==> config.mk <==
export PLATFORM = sky130hd
export DESIGN_NAME = bcd_addsub
export DESIGN_NICKNAME = d
export VERILOG_FILES = /design/src/rtl/bcd_addsub_pkg.sv /design/src/rtl/bcd_bin_add.sv /design/src/rtl/bcd_digit_fix.sv /design/src/rtl/bcd_addsub.sv
export SDC_FILE = /design/constraint.sdc
export NUM_CORES = 1
export LEC_CHECK = 0
export ABC_AREA = 1
export CAP_MARGIN = 20
export CORE_UTILIZATION = 30
export CTS_CLUSTER_DIAMETER = 200
export DETAILED_ROUTE_END_ITERATION = 12
export PLACE_DENSITY = 0.65
export SKIP_LAST_GASP = 1
export SLEW_MARGIN = 20
export SYNTH_ARGS = -nofsm -noshare
export SYNTH_HDL_FRONTEND = slang
export SYNTH_SLANG_ARGS = --single-unit
==> constraint.sdc <==
create_clock -name clk -period 5.25 [get_ports clk]
set_input_delay 1.575 -clock clk [delete_from_list [all_inputs] [get_ports clk]]
set_output_delay 1.575 -clock clk [all_outputs]
set_load 0.005 [all_outputs]
==> src/rtl/bcd_addsub_pkg.sv <==
package bcd_addsub_pkg;

    localparam int DIGIT_W = 4;
    localparam logic [4:0] DEC_LIMIT = 5'd9;
    localparam logic [4:0] ADJUST = 5'd6;

    typedef enum logic {
        OP_ADD = 1'b0,
        OP_SUB = 1'b1
    } op_e;

    // outcome of correcting one decimal digit
    typedef struct packed {
        logic [DIGIT_W-1:0] nib;      // corrected digit
        logic               ripple;   // overflow of the +6 into the next nibble
        logic               dec_out;  // decimal carry (add) or borrow (sub)
    } digit_fix_t;

    function automatic logic above_nine(input logic [4:0] v);
        return v > DEC_LIMIT;
    endfunction

endpackage

==> src/rtl/bcd_bin_add.sv <==
module bcd_bin_add
    import bcd_addsub_pkg::*;
#(
    parameter int DIGITS = 2,
    localparam int W = DIGITS * DIGIT_W
) (
    input  logic [W-1:0]      x,
    input  logic [W-1:0]      y,
    input  op_e               op,
    output logic [W-1:0]      sum,
    output logic [DIGITS-1:0] nib_carry
);

    logic [W-1:0]  y_eff;
    logic [DIGITS:0] chain;

    assign y_eff    = (op == OP_SUB) ? ~y : y;
    assign chain[0] = (op == OP_SUB);

    for (genvar d = 0; d < DIGITS; d++) begin : g_nib
        logic [DIGIT_W:0] part;
        always_comb begin
            part = {1'b0, x[d*DIGIT_W +: DIGIT_W]}
                 + {1'b0, y_eff[d*DIGIT_W +: DIGIT_W]}
                 + {{DIGIT_W{1'b0}}, chain[d]};
        end
        assign sum[d*DIGIT_W +: DIGIT_W] = part[DIGIT_W-1:0];
        assign chain[d+1]                = part[DIGIT_W];
        assign nib_carry[d]              = part[DIGIT_W];
    end

endmodule

==> src/rtl/bcd_digit_fix.sv <==
module bcd_digit_fix
    import bcd_addsub_pkg::*;
(
    input  logic [DIGIT_W-1:0] nib_in,
    input  logic               nib_carry,
    input  logic               ripple_in,
    input  op_e                op,
    output digit_fix_t         fix
);

    logic [4:0] t;
    logic [4:0] plus6;
    logic [4:0] minus6;
    logic       need;

    always_comb begin
        t      = {1'b0, nib_in} + {4'b0, ripple_in & (op == OP_ADD)};
        plus6  = t + ADJUST;
        minus6 = {1'b0, nib_in} - ADJUST;
        fix    = '0;
        if (op == OP_ADD) begin
            need        = nib_carry | above_nine(t);
            fix.nib     = need ? plus6[DIGIT_W-1:0] : t[DIGIT_W-1:0];
            fix.ripple  = need & plus6[4];
            fix.dec_out = need;
        end else begin
            // no carry out of the nibble means it borrowed
            need        = ~nib_carry | above_nine({1'b0, nib_in});
            fix.nib     = need ? minus6[DIGIT_W-1:0] : nib_in;
            fix.ripple  = 1'b0;
            fix.dec_out = ~nib_carry;
        end
    end

endmodule

==> src/rtl/bcd_addsub.sv <==
module bcd_addsub
    import bcd_addsub_pkg::*;
#(
    parameter int DIGITS = 2,
    localparam int W = DIGITS * DIGIT_W
) (
    input  logic         clk,
    input  logic         rst,
    input  logic         in_valid,
    input  logic         op_sub,
    input  logic [W-1:0] a,
    input  logic [W-1:0] b,
    output logic         out_valid,
    output logic [W-1:0] result,
    output logic         flag
);

    op_e               op;
    logic [W-1:0]      bin_sum;
    logic [DIGITS-1:0] nib_carry;
    digit_fix_t        fix [DIGITS];
    logic [DIGITS:0]   ripple;
    logic [W-1:0]      dec_sum;

    assign op        = op_sub ? OP_SUB : OP_ADD;
    assign ripple[0] = 1'b0;

    bcd_bin_add #(.DIGITS(DIGITS)) u_bin (
        .x        (a),
        .y        (b),
        .op       (op),
        .sum      (bin_sum),
        .nib_carry(nib_carry)
    );

    for (genvar d = 0; d < DIGITS; d++) begin : g_fix
        bcd_digit_fix u_fix (
            .nib_in   (bin_sum[d*DIGIT_W +: DIGIT_W]),
            .nib_carry(nib_carry[d]),
            .ripple_in(ripple[d]),
            .op       (op),
            .fix      (fix[d])
        );
        assign ripple[d+1]                   = fix[d].ripple;
        assign dec_sum[d*DIGIT_W +: DIGIT_W] = fix[d].nib;
    end

    always_ff @(posedge clk) begin
        if (rst) begin
            out_valid <= 1'b0;
            result    <= '0;
            flag      <= 1'b0;
        end else begin
            out_valid <= in_valid;
            if (in_valid) begin
                result <= dec_sum;
                flag   <= fix[DIGITS-1].dec_out;
            end
        end
    end

    AST_VALID_FOLLOWS: assert property (@(posedge clk) disable iff (rst)
        in_valid |=> out_valid);
    AST_IDLE_NO_VALID: assert property (@(posedge clk) disable iff (rst)
        !in_valid |=> !out_valid);
    AST_HOLD_IDLE: assert property (@(posedge clk) disable iff (rst)
        !in_valid |=> ($stable(result) && $stable(flag)));
    AST_EQ_SUB_ZERO: assert property (@(posedge clk) disable iff (rst)
        (in_valid && op_sub && a == b) |=> (result == '0 && !flag));
    AST_ADD_ZERO_PASS: assert property (@(posedge clk) disable iff (rst)
        (in_valid && !op_sub && a == '0) |=> (result == $past(b) && !flag));

endmodule

==> metrics.md, run 1 <==
| Metric | Value |
|---|---|
| Status | complete, no violations |
| Area of the multi-input gates | 1025 sq um |
| Distinct cells, synth | 28 |
| RSZ-0062 raised after global routing | false |
| Final Slew Violations | 0 |
| Final wirelength | slightly above 3 mm |
| Relative slew slack | 69.57% |
| Final WS setup | approximately 0.26 ns |
| P_leak | 0.9911 nW |
| Die Area | 4635 sq um |
| Final ANT Viol Nets | 0 |
| Worst-path clk slew | 0.05 ns |
| Pin count of the biggest net entering global routing | 15 |
| First-pass GRT wire length | 5.147 mm |
| CTS sink cnt | 10 |
| Layout cells sized above 1 | a little over a quarter |
| Yosys top cell area share | about 16% |
| Switching share of total power | 42.68% |
| Synth area leaders | nand2_1, dfxtp_1, ha_1 |
| Worst path slowest cell | fa_1 |
| GRT Total Usage | ~14% |
| Final Hold Fails | 0 |
| DP HPWL | 2.517 mm |
| Worst Reg-to-Reg Cells | 2 |
| Synth Area in Compound Gates | 10.89% |
| Simple-gate area share of the yosys netlist | around two fifths |
| Ys async rst share | 0% |
| Synth Area in XOR/XNOR | 5.922% |
| Hold WC Path Type | register to register |
| Mapped Cells | 199 |
| # DRC | 0 |
| Die width | a little under 70 um |
| Vias per inst | 4.685 |
| Setup Crit Path Kind | input pin to register |
| Die height | 68.08 um |
| Hold Startpoint | flag$_SDFFE_PP0P_ |
| Row cnt | 23 |
| # fillers | 409 |
| Reg power frac | 16.0% |
| Synth Area in Adders | between 10% and 20% |
| TritonCTS buffer count | 3 |
| CTS H-tree depth | 1 |
| Syn. warnings | 0 |
| Crit path cell chain | clkdlybuf4s50_1 > xor2_1 > fa_2 > a31oi_4 > inv_2 > fa_2 > fa_1 > ha_2 > nand3b_1 > nand2_2 > inv_2 > ha_1 > nand2_1 > nand2_1 > nand2_2 > inv_1 > nand2_2 > nand3_4 > o21ai_1 > a21oi_1 |
| Critical Path Fanout Max | 4 |
| Critical Path AT | ~5 ns |
| Leading area contributor after synthesis | nand2_1 |
| Syn avg cell area | 6.583 sq um |
| DR iter-0 viols | 64 |
| Cell area after layout | 1911 sq um |
| Sequential Area | 200.2 sq um |
| Worst Clk Skew | 0 ns |
| CTS tree | built |
| Endpoints failing setup | 0 |
| Number of port buffers | 29 |
| Mux share of post-synthesis cell area | 0% |
| Worst Setup Start Kind | input pin |
| Worst-Margin Slew | 0.4550 ns |
| CP endpoint kind | register |
| Critical path buffers and inverters | 4 |
| Commonest non-fill, non-tap cell in the layout | nand2_1 |
| Combinational share of power | about 67% |
| First-pass DRT Iterations | 4 |
| Register area share after synthesis | 15.28% |
| Initial Utilization | between 30% and 40% |
| WL/cell | 10.41 um |
| Dominant synthesized flop cell | dfxtp_1 |
| RR Startpoint | result[6]$_SDFFE_PP0P_ |
| CP required | 5.37 ns |
| Min Tclk post-route | 4.993 ns |
| Pint | roughly 320 uW |
| GPL Wtd Cong | 0.8329 |
| Initial antenna violation count | 0 |
| Top delay family on crit path | adder cells |
| Cts hold-fix bufs | 0 |
| Main combinational cell family by area after synthesis | simple AND/OR/NAND/NOR gates |
| Finished Layout Cells | 298 |
| Vias in the first global route | 1230 |
| Synth Net Count | 235 |
| P&R area growth vs syn | 45.85% |
| Max Freq | 0.2003 GHz |
| Crit path largest cell delay | 0.50 ns |
| # IOs | 30 |
| Total grt overflow | 0 |
| Number of synthesized register bits | 10 |
| CORE AREA | 4086 sq um |
| Ant diodes | 0 |
| Hold EP | flag$_SDFFE_PP0P_ |
| CP most frequent cell | nand2_2 |
| Final #Nets | roughly 290 |
| Setup TNS | 0 ns |
| Fin crit share | about 95% |
| Clock tree buffer depth | 2 |
| Max Cap Violations | 0 |
| Sw power | 240.2 uW |
| Commonest cells after routing, fill and taps aside | nand2_1, clkdlybuf4s50_1, inv_1 |
| R2R Setup Slk | approximately 4.6 ns |
| Post-synthesis cell area | 1310 sq um |
| Final core utilization | a little under half |
| Power share of the clock group | 17.3% |
| Post-synth EDFFs | 0 |
| VDD IR max | around 0.11 mV |
| Hold Path Cell Cnt | 2 |
| Power per cell area | between 200 and 300 nW/um^2 |
| End of the worst register-to-register path | result[6]$_SDFFE_PP0P_ |
| Inst Count DP | 292 |
| Cell Area, Placed | 1769 sq um |
| Pre-CTS setup slack | -0.2909 ns |
| Vias | 1396 |
| Clk_lat worst skew | 0.24 ns |
| Clk root buf | clkbuf_8 |
registers in the layout (all words and copies together), names as in the netlist:
signal	flops
out_valid	1
flag	1
result	8
synth_stat cells (2+ instances only):
| library cell | number |
|---|---|
| inv_2 | 4 |
| nand3b_1 | 4 |
| a21oi_1 | 5 |
| nand3_2 | 3 |
| nand2_1 | 57 |
| nor2_1 | 10 |
| a21oi_2 | 5 |
| inv_1 | 25 |
| nand3_1 | 18 |
| dfxtp_1 | 10 |
| a31oi_1 | 3 |
| nand2_2 | 10 |
| nand4_1 | 2 |
| o21ai_1 | 3 |
| nand3_4 | 2 |
| ha_1 | 13 |
| o21ai_0 | 5 |
| buf_2 | 2 |
| fa_1 | 3 |
| xor2_1 | 7 |
through the flow:
step / hold slack (ns) / power (mW)
6_report: 0.4714 / 0.5629
3_5_place_dp: 0.4684 / 0.4399
4_1_cts: 0.4754 / 0.5402
2_1_floorplan: 0.4547 / 0.3308
3_3_place_gp: 0.4636 / 0.4352
5_1_grt: 0.4901 / 0.6219
per-layer routing:
| metal | global-route usage, % | wire, um |
|---|---|---|
| met1 | 18.43 | 1410 |
| met2 | 25.25 | 1571 |
| met3 | 2.167 | 108 |
| met4 | 3.125 | 14 |
| met5 | 0 | 0 |
kinds of logic after synthesis:
family / count (synthesis)
compound gates: 23
xor+xnor: 8
fa+ha+maj: 16
buf+inv: 34
flops: 10
simple gates: 108
power groups by stage:
stage                     Clock, mW  Sequential, mW  Combinational [mW]
after floorplan                   0          0.0924               0.238
after global placement            0          0.0917               0.343
after detailed placement          0          0.0919               0.348
after CTS                    0.0987          0.0904               0.351
after global routing          0.102          0.0914               0.428
final                        0.0973          0.0902               0.375
cell type report:
| cell class | count | area share (%) |
|---|---|---|
| clock buffers | 4 | 2.881 |
| inverters | 31 | 6.352 |
| multi-input cells | 155 | 53.63 |
| flip-flops and latches | 10 | 10.48 |
| well taps | 50 | 3.274 |
| repair buffers | 48 | 23.38 |
what timing repair did:
action / 4_1_cts / 5_1_grt
pin swaps: 0 / 12
gates resized for setup: 2 / 21
endpoints found under the setup margin: 1 / 4
buffers inserted: 0 / 2
how the worst max path moves through the flow:
stage | cells past startpoint | start | endpoint | slack [ns]
final | 20 | b[1] | flag$_SDFFE_PP0P_ | 0.26
after detailed placement | 21 | op_sub | flag$_SDFFE_PP0P_ | -0.29
after floorplan | 21 | op_sub | flag$_SDFFE_PP0P_ | 0.07
after global routing | 22 | b[1] | result[7]$_SDFFE_PP0P_ | 0.06
after global placement | 21 | op_sub | flag$_SDFFE_PP0P_ | -0.23
after CTS | 21 | op_sub | flag$_SDFFE_PP0P_ | 0.05
worst register-to-register path: stages (launching register included):
cell and delay (ns):
dfxtp_1 0.31, o21ai_0 0.20, a21oi_2 0.04
No activity file was read; power rests on OpenSTA's default activity.
==> run 2, diff against run 1 <==
DONT_BUFFER_PORTS = 1   (was default)
PLACE_DENSITY = 0.49   (was 0.65)
==> run 2 against run 1 <==
Worst hold slack gained 0.015 ns; register-to-register slack worse by 0.02 ns; cell count fell by 16%; clock skew unchanged; sequential cell count unchanged; maximum frequency increased by 1.1%; utilization down 12 points; combinational power decreased by 25%; sequential power increased by 2.5%; die area stayed put; clock-buffer cell count did not move.
==> metrics.md, run 2 (synthesis gave the netlist of run 1 again) <==
| Metric | Value |
|---|---|
| Top reg by flops | result |
| Endpoints failing setup | 0 |
| Status | complete, no violations |
| Worst-path clk slew | around 0.050 ns |
| Largest regs | result: 8 flops, flag: 1 flops, out_valid: 1 flops |
| Combinational share of power | between 60% and 70% |
| Setup TNS | 0 ns |
| Final wirelength | 2.727 mm |
| Max reg flops | 8 |
| CP endpoint kind | register |
| Hold EP | flag$_SDFFE_PP0P_ |
| Clock tree buffer depth | 2 |
| Vias in the first global route | 1134 |
| CTS H-tree depth | 1 |
| Pin count of the biggest net entering global routing | 19 |
| Min Tclk post-route | 4.938 ns |
| Die height | 68.08 um |
| Final ANT Viol Nets | 0 |
| Worst-Margin Slew | 0.2767 ns |
| Resized cells post-CTS | 0 |
| CTS tree | built |
| Hold Startpoint | flag$_SDFFE_PP0P_ |
| Worst Setup Start Kind | input pin |
| Hold Path Cell Cnt | 2 |
| Pint | between 200 and 300 uW |
| CTS sink cnt | 10 |
| Power share of the clock group | 19.9% |
| P_leak | approximately 0.75 nW |
| Worst Reg-to-Reg Cells | 2 |
| Die Area | roughly 4600 sq um |
| # fillers | 464 |
| Switching share of total power | 44.32% |
| # DRC | 0 |
| Final Hold Fails | 0 |
| Pre-CTS setup slack | 0.04241 ns |
| # IOs | 30 |
| Final Slew Violations | 0 |
| Vias | 1178 |
| First-pass GRT wire length | 4.650 mm |
| WL/cell | between 10 and 15 um |
| R2R Setup Slk | between 4 and 5 ns |
| Total grt overflow | 0 |
| Clk root buf | clkbuf_8 |
| Power per cell area | 331.5 nW/um^2 |
| Row cnt | 23 |
| GPL Wtd Cong | about 0.79 |
| TritonCTS buffer count | 3 |
| Final #Nets | 238 |
| Die width | 68.08 um |
| Ant diodes | 0 |
| Commonest cells after routing, fill and taps aside | nand2_1, inv_1, nand3_1 |
| Final WS setup | 0.3122 ns |
| DR iter-0 viols | 66 |
| End of the worst register-to-register path | result[5]$_SDFFE_PP0P_ |
| Setup Fix Bufs, Post-CTS | 0 |
| Max Cap Violations | 0 |
| CP required | approximately 5.4 ns |
| RR Startpoint | result[5]$_SDFFE_PP0P_ |
| Relative slew slack | around 80% |
| Layout cells sized above 1 | 15.92% |
| Worst Clk Skew | 0 ns |
| VDD IR max | about 0.094 mV |
| Max Freq | 0.2025 GHz |
| Initial antenna violation count | 0 |
| CORE AREA | 4086 sq um |
| Hold WC Path Type | register to register |
| Cts hold-fix bufs | 0 |
| Critical Path Fanout Max | 18 |
| RSZ-0062 raised after global routing | false |
| GRT Total Usage | 13.04% |
| Number of port buffers | 0 |
| Sequential Area | 200.2 sq um |
| Commonest non-fill, non-tap cell in the layout | nand2_1 |
| DP HPWL | about 2.3 mm |
| Area of the multi-input gates | 967.2 sq um |
| Reg power frac | 19.7% |
| Fin crit share | between 90% and 100% |
| Critical Path AT | a little over 5 ns |
| Sw power | just over 200 uW |
| Vias per inst | about 4.7 |
| Clk_lat worst skew | 0.23 ns |
| First-pass DRT Iterations | 4 |
| Setup Crit Path Kind | input pin to register |
| P&R area growth vs syn | 7.928% |
| Initial Utilization | 32.06% |
-- run 2: changes by cell type in the layout (fill, tap and decap cells not counted), sizes merged --
cell           before  now
dlymetal6s2s        4    0
buf                19    1
clkdlybuf4s50      25    0
-- run 2: how the worst max path moves through the flow --
| stage | start | to | slack (ns) | depth (start not counted) |
|---|---|---|---|---|
| 4_1_cts | op_sub | flag$_SDFFE_PP0P_ | 0.29 | 21 |
| 3_5_place_dp | op_sub | flag$_SDFFE_PP0P_ | 0.04 | 21 |
| 5_1_grt | op_sub | flag$_SDFFE_PP0P_ | 0.007 | 21 |
| 3_3_place_gp | b[0] | flag$_SDFFE_PP0P_ | 0.10 | 21 |
| 2_1_floorplan | op_sub | flag$_SDFFE_PP0P_ | 0.07 | 21 |
| 6_report | op_sub | flag$_SDFFE_PP0P_ | 0.31 | 21 |
-- run 2: final cells by class --
class / count / share of cell area (%)
tap: 50 / 4.425
multi-input combinational: 155 / 68.41
timing repair buffer: 1 / 0.5310
inverter: 31 / 8.584
clock buffer: 4 / 3.894
sequential: 10 / 14.16
-- run 2: critical path, cell delays in order --
cell and delay [ns]:
inv_6 0.06, nand2_2 0.07, and2_1 0.15, fa_1 0.42
a31oi_1 0.26, inv_2 0.10, fa_1 0.42, fa_1 0.51
ha_1 0.25, nand3b_1 0.18, nand2_1 0.10, inv_1 0.06
ha_1 0.18, nand2_1 0.06, nand2_1 0.04, nand2_1 0.07
inv_1 0.05, nand2_2 0.08, nand3_2 0.09, o21ai_0 0.22
a21oi_1 0.09
-- run 2: through the flow --
step / hold slack, ns / instance area (sq um) / total power, mW / utilization, % / instances
after floorplan: 0.4547 / 1310 / 0.3308 / - / 199
after global placement: 0.4814 / 1359 / 0.3809 / 33.25 / 247
after detailed placement: 0.4861 / 1359 / 0.3788 / 33.25 / 247
after CTS: 0.4930 / 1414 / 0.4742 / 34.60 / 251
after global routing: 0.5292 / 1414 / 0.5239 / 34.60 / 251
final: 0.4860 / 1414 / 0.4686 / 34.60 / 251
-- run 2: power groups by stage --
stage	logic [mW]	registers (mW)	clock network, mW
floorplan	0.238	0.0924	0
global placement	0.287	0.0944	0
detailed placement	0.285	0.0943	0
CTS	0.286	0.0928	0.0959
global route	0.330	0.0944	0.0991
finish	0.283	0.0925	0.0933
-- run 2: metal layers --
layer  vias up  GRT usage [%]  share of wire (%)  wire, um
li1        644              -                  -         -
met1       511          16.40                 49      1346
met2        21          22.92                 46      1251
met3         2          2.500                4.2       115
met4         0          2.344               0.48        13
met5         -              0                  0         0
==> run 3, diff against run 2 <==
RECOVER_POWER = 25   (was default)
==> run 3 against run 2 <==
Worst hold slack is the same; largest cell class unchanged; utilization down 0.092 points; register-to-register slack hardly changed; combinational power barely moved; clock-buffer cell count is the same; final area fell by 0.27%; first-iteration DRC count did not move; sequential power about the same.
==> metrics.md, run 3 (synthesis gave the netlist of run 1 again) <==
| Metric | Value |
|---|---|
| Status | complete, no violations |
| Commonest cells after routing, fill and taps aside | nand2_1, inv_1, nand3_1 |
| Row cnt | 23 |
| Relative slew slack | 81.47% |
| Max Cap Violations | 0 |
| Cell area after layout | 1410 sq um |
| Cts hold-fix bufs | 0 |
| First-pass DRT Iterations | 4 |
| Finished Layout Cells | 251 |
| Worst Reg-to-Reg Cells | 2 |
| Worst Clk Skew | 0 ns |
| Clk_lat worst skew | 0.23 ns |
| Die Area | 4635 sq um |
| Total grt overflow | 0 |
| Vias in the first global route | about 1100 |
| Combinational share of power | between 60 and 70% |
| TritonCTS buffer count | 3 |
| Worst-Margin Slew | 0.2767 ns |
| Top reg by flops | result |
| RR Startpoint | result[5]$_SDFFE_PP0P_ |
| Largest regs | result: 8 flops, flag: 1 flops, out_valid: 1 flops |
| Clk root buf | clkbuf_8 |
| CP endpoint kind | register |
| Pint | approximately 260 uW |
| Setup Fix Bufs, Post-CTS | 0 |
| Final Slew Violations | 0 |
| Min Tclk post-route | about 5 ns |
| Vias per inst | roughly 4.7 |
| # IOs | 30 |
| Fin crit share | 94.07% |
| RSZ-0062 raised after global routing | false |
| Hold WC Path Type | register to register |
| Final ANT Viol Nets | 0 |
| Crit path to | flag$_SDFFE_PP0P_ |
| Inst Count DP | ~250 |
| Sw power | slightly above 200 uW |
| DR iter-0 viols | 66 |
| Cell Area, Placed | between 1000 and 1500 sq um |
| Pin count of the biggest net entering global routing | 19 |
| Ant diodes | 0 |
| P_leak | 0.7514 nW |
| End of the worst register-to-register path | result[5]$_SDFFE_PP0P_ |
| Power share of the clock group | 19.9% |
| # DRC | 0 |
| R2R Setup Slk | 4.56 ns |
| Vias | between 1000 and 1500 |
| Total chip power | 468.3 uW |
| Critical Path Fanout Max | 18 |
| GRT Total Usage | approximately an eighth |
| Final wirelength | about 2.7 mm |
| Setup TNS | 0 ns |
| VDD IR max | approximately 0.094 mV |
| Resized cells post-CTS | 0 |
| CTS H-tree depth | 1 |
| Initial antenna violation count | 0 |
| CORE AREA | 4086 sq um |
| Worst setup startpoint | op_sub |
| CTS sink cnt | 10 |
| Clock tree buffer depth | 2 |
| Layout cells sized above 1 | 15.42% |
| Final Hold Fails | 0 |
| CTS tree | built |
| DP HPWL | 2.349 mm |
| Max Freq | 0.2025 GHz |
| First-pass GRT wire length | 4.650 mm |
| WL/cell | ~11 um |
| Commonest non-fill, non-tap cell in the layout | nand2_1 |
| Worst-path clk slew | roughly 0.05 ns |
| Worst Setup Start Kind | input pin |
| Die width | 68.08 um |
| GPL Wtd Cong | between 0.7 and 0.8 |
| Setup Crit Path Kind | input pin to register |
| Die height | 68.08 um |
| Endpoints failing setup | 0 |
| CP required | 5.36 ns |
| Initial Utilization | between 30% and 40% |
| Final #Nets | 238 |
| Critical Path AT | 5.05 ns |
| Switching share of total power | 44.35% |
| P&R area growth vs syn | 7.641% |
| Number of port buffers | 0 |
| Max reg flops | 8 |
| Power per cell area | 332.1 nW/um^2 |
| Reg power frac | 19.8% |
run 3: cell types whose count changed in the layout (fill, tap and decap cells not counted), sizes merged:
cell / before / now
buf: 1 / 0
clkbuf: 4 / 5
run 3: area by class of cell:
type	instances	area [sq um]
Clock buffer	4	55.05
Fill cell	464	2676
Inverter	31	121.4
Multi-Input combinational cell	155	967.2
Sequential cell	10	200.2
Tap cell	50	62.56
Timing Repair Buffer	1	3.754
run 3: metrics by stage:
step	utilization, %	worst slack [ns]	hold WS, ns
6_report	34.51	0.3115	0.4860
3_3_place_gp	33.25	0.1037	0.4814
2_1_floorplan	-	0.06892	0.4547
4_1_cts	34.60	0.2853	0.4930
5_1_grt	34.51	0.007094	0.5292
3_5_place_dp	33.25	0.04241	0.4861
run 3: critical path, cell delays in order:
cell and delay (ns):
inv_6 0.06, nand2_2 0.07, and2_1 0.15, fa_1 0.42
a31oi_1 0.26, inv_2 0.10, fa_1 0.42, fa_1 0.51
ha_1 0.25, nand3b_1 0.18, nand2_1 0.10, inv_1 0.06
ha_1 0.18, nand2_1 0.06, nand2_1 0.04, nand2_1 0.07
inv_1 0.05, nand2_2 0.08, nand3_2 0.09, o21ai_0 0.22
a21oi_1 0.09
run 3: metal layers:
metal / GRT usage [%] / share of wire (%) / vias up
met5: 0 / 0 / -
met4: 2.344 / 0.48 / 0
met3: 2.500 / 4.2 / 2
met2: 22.92 / 46 / 21
met1: 16.40 / 49 / 511
li1: - / - / 644
run 3: worst min-delay path by stage:
stage | cells after the start | startpoint | endpoint
3_3_place_gp | 2 | flag$_SDFFE_PP0P_ | flag$_SDFFE_PP0P_
2_1_floorplan | 2 | flag$_SDFFE_PP0P_ | flag$_SDFFE_PP0P_
4_1_cts | 2 | flag$_SDFFE_PP0P_ | flag$_SDFFE_PP0P_
3_5_place_dp | 2 | flag$_SDFFE_PP0P_ | flag$_SDFFE_PP0P_
6_report | 2 | flag$_SDFFE_PP0P_ | flag$_SDFFE_PP0P_
5_1_grt | 2 | flag$_SDFFE_PP0P_ | flag$_SDFFE_PP0P_
run 3: power by group through the flow:
stage	clock network [mW]	logic (mW)	registers, mW
global placement	0	0.287	0.0944
global route	0.0991	0.330	0.0944
detailed placement	0	0.285	0.0943
CTS	0.0959	0.286	0.0928
floorplan	0	0.238	0.0924
finish	0.0933	0.282	0.0925
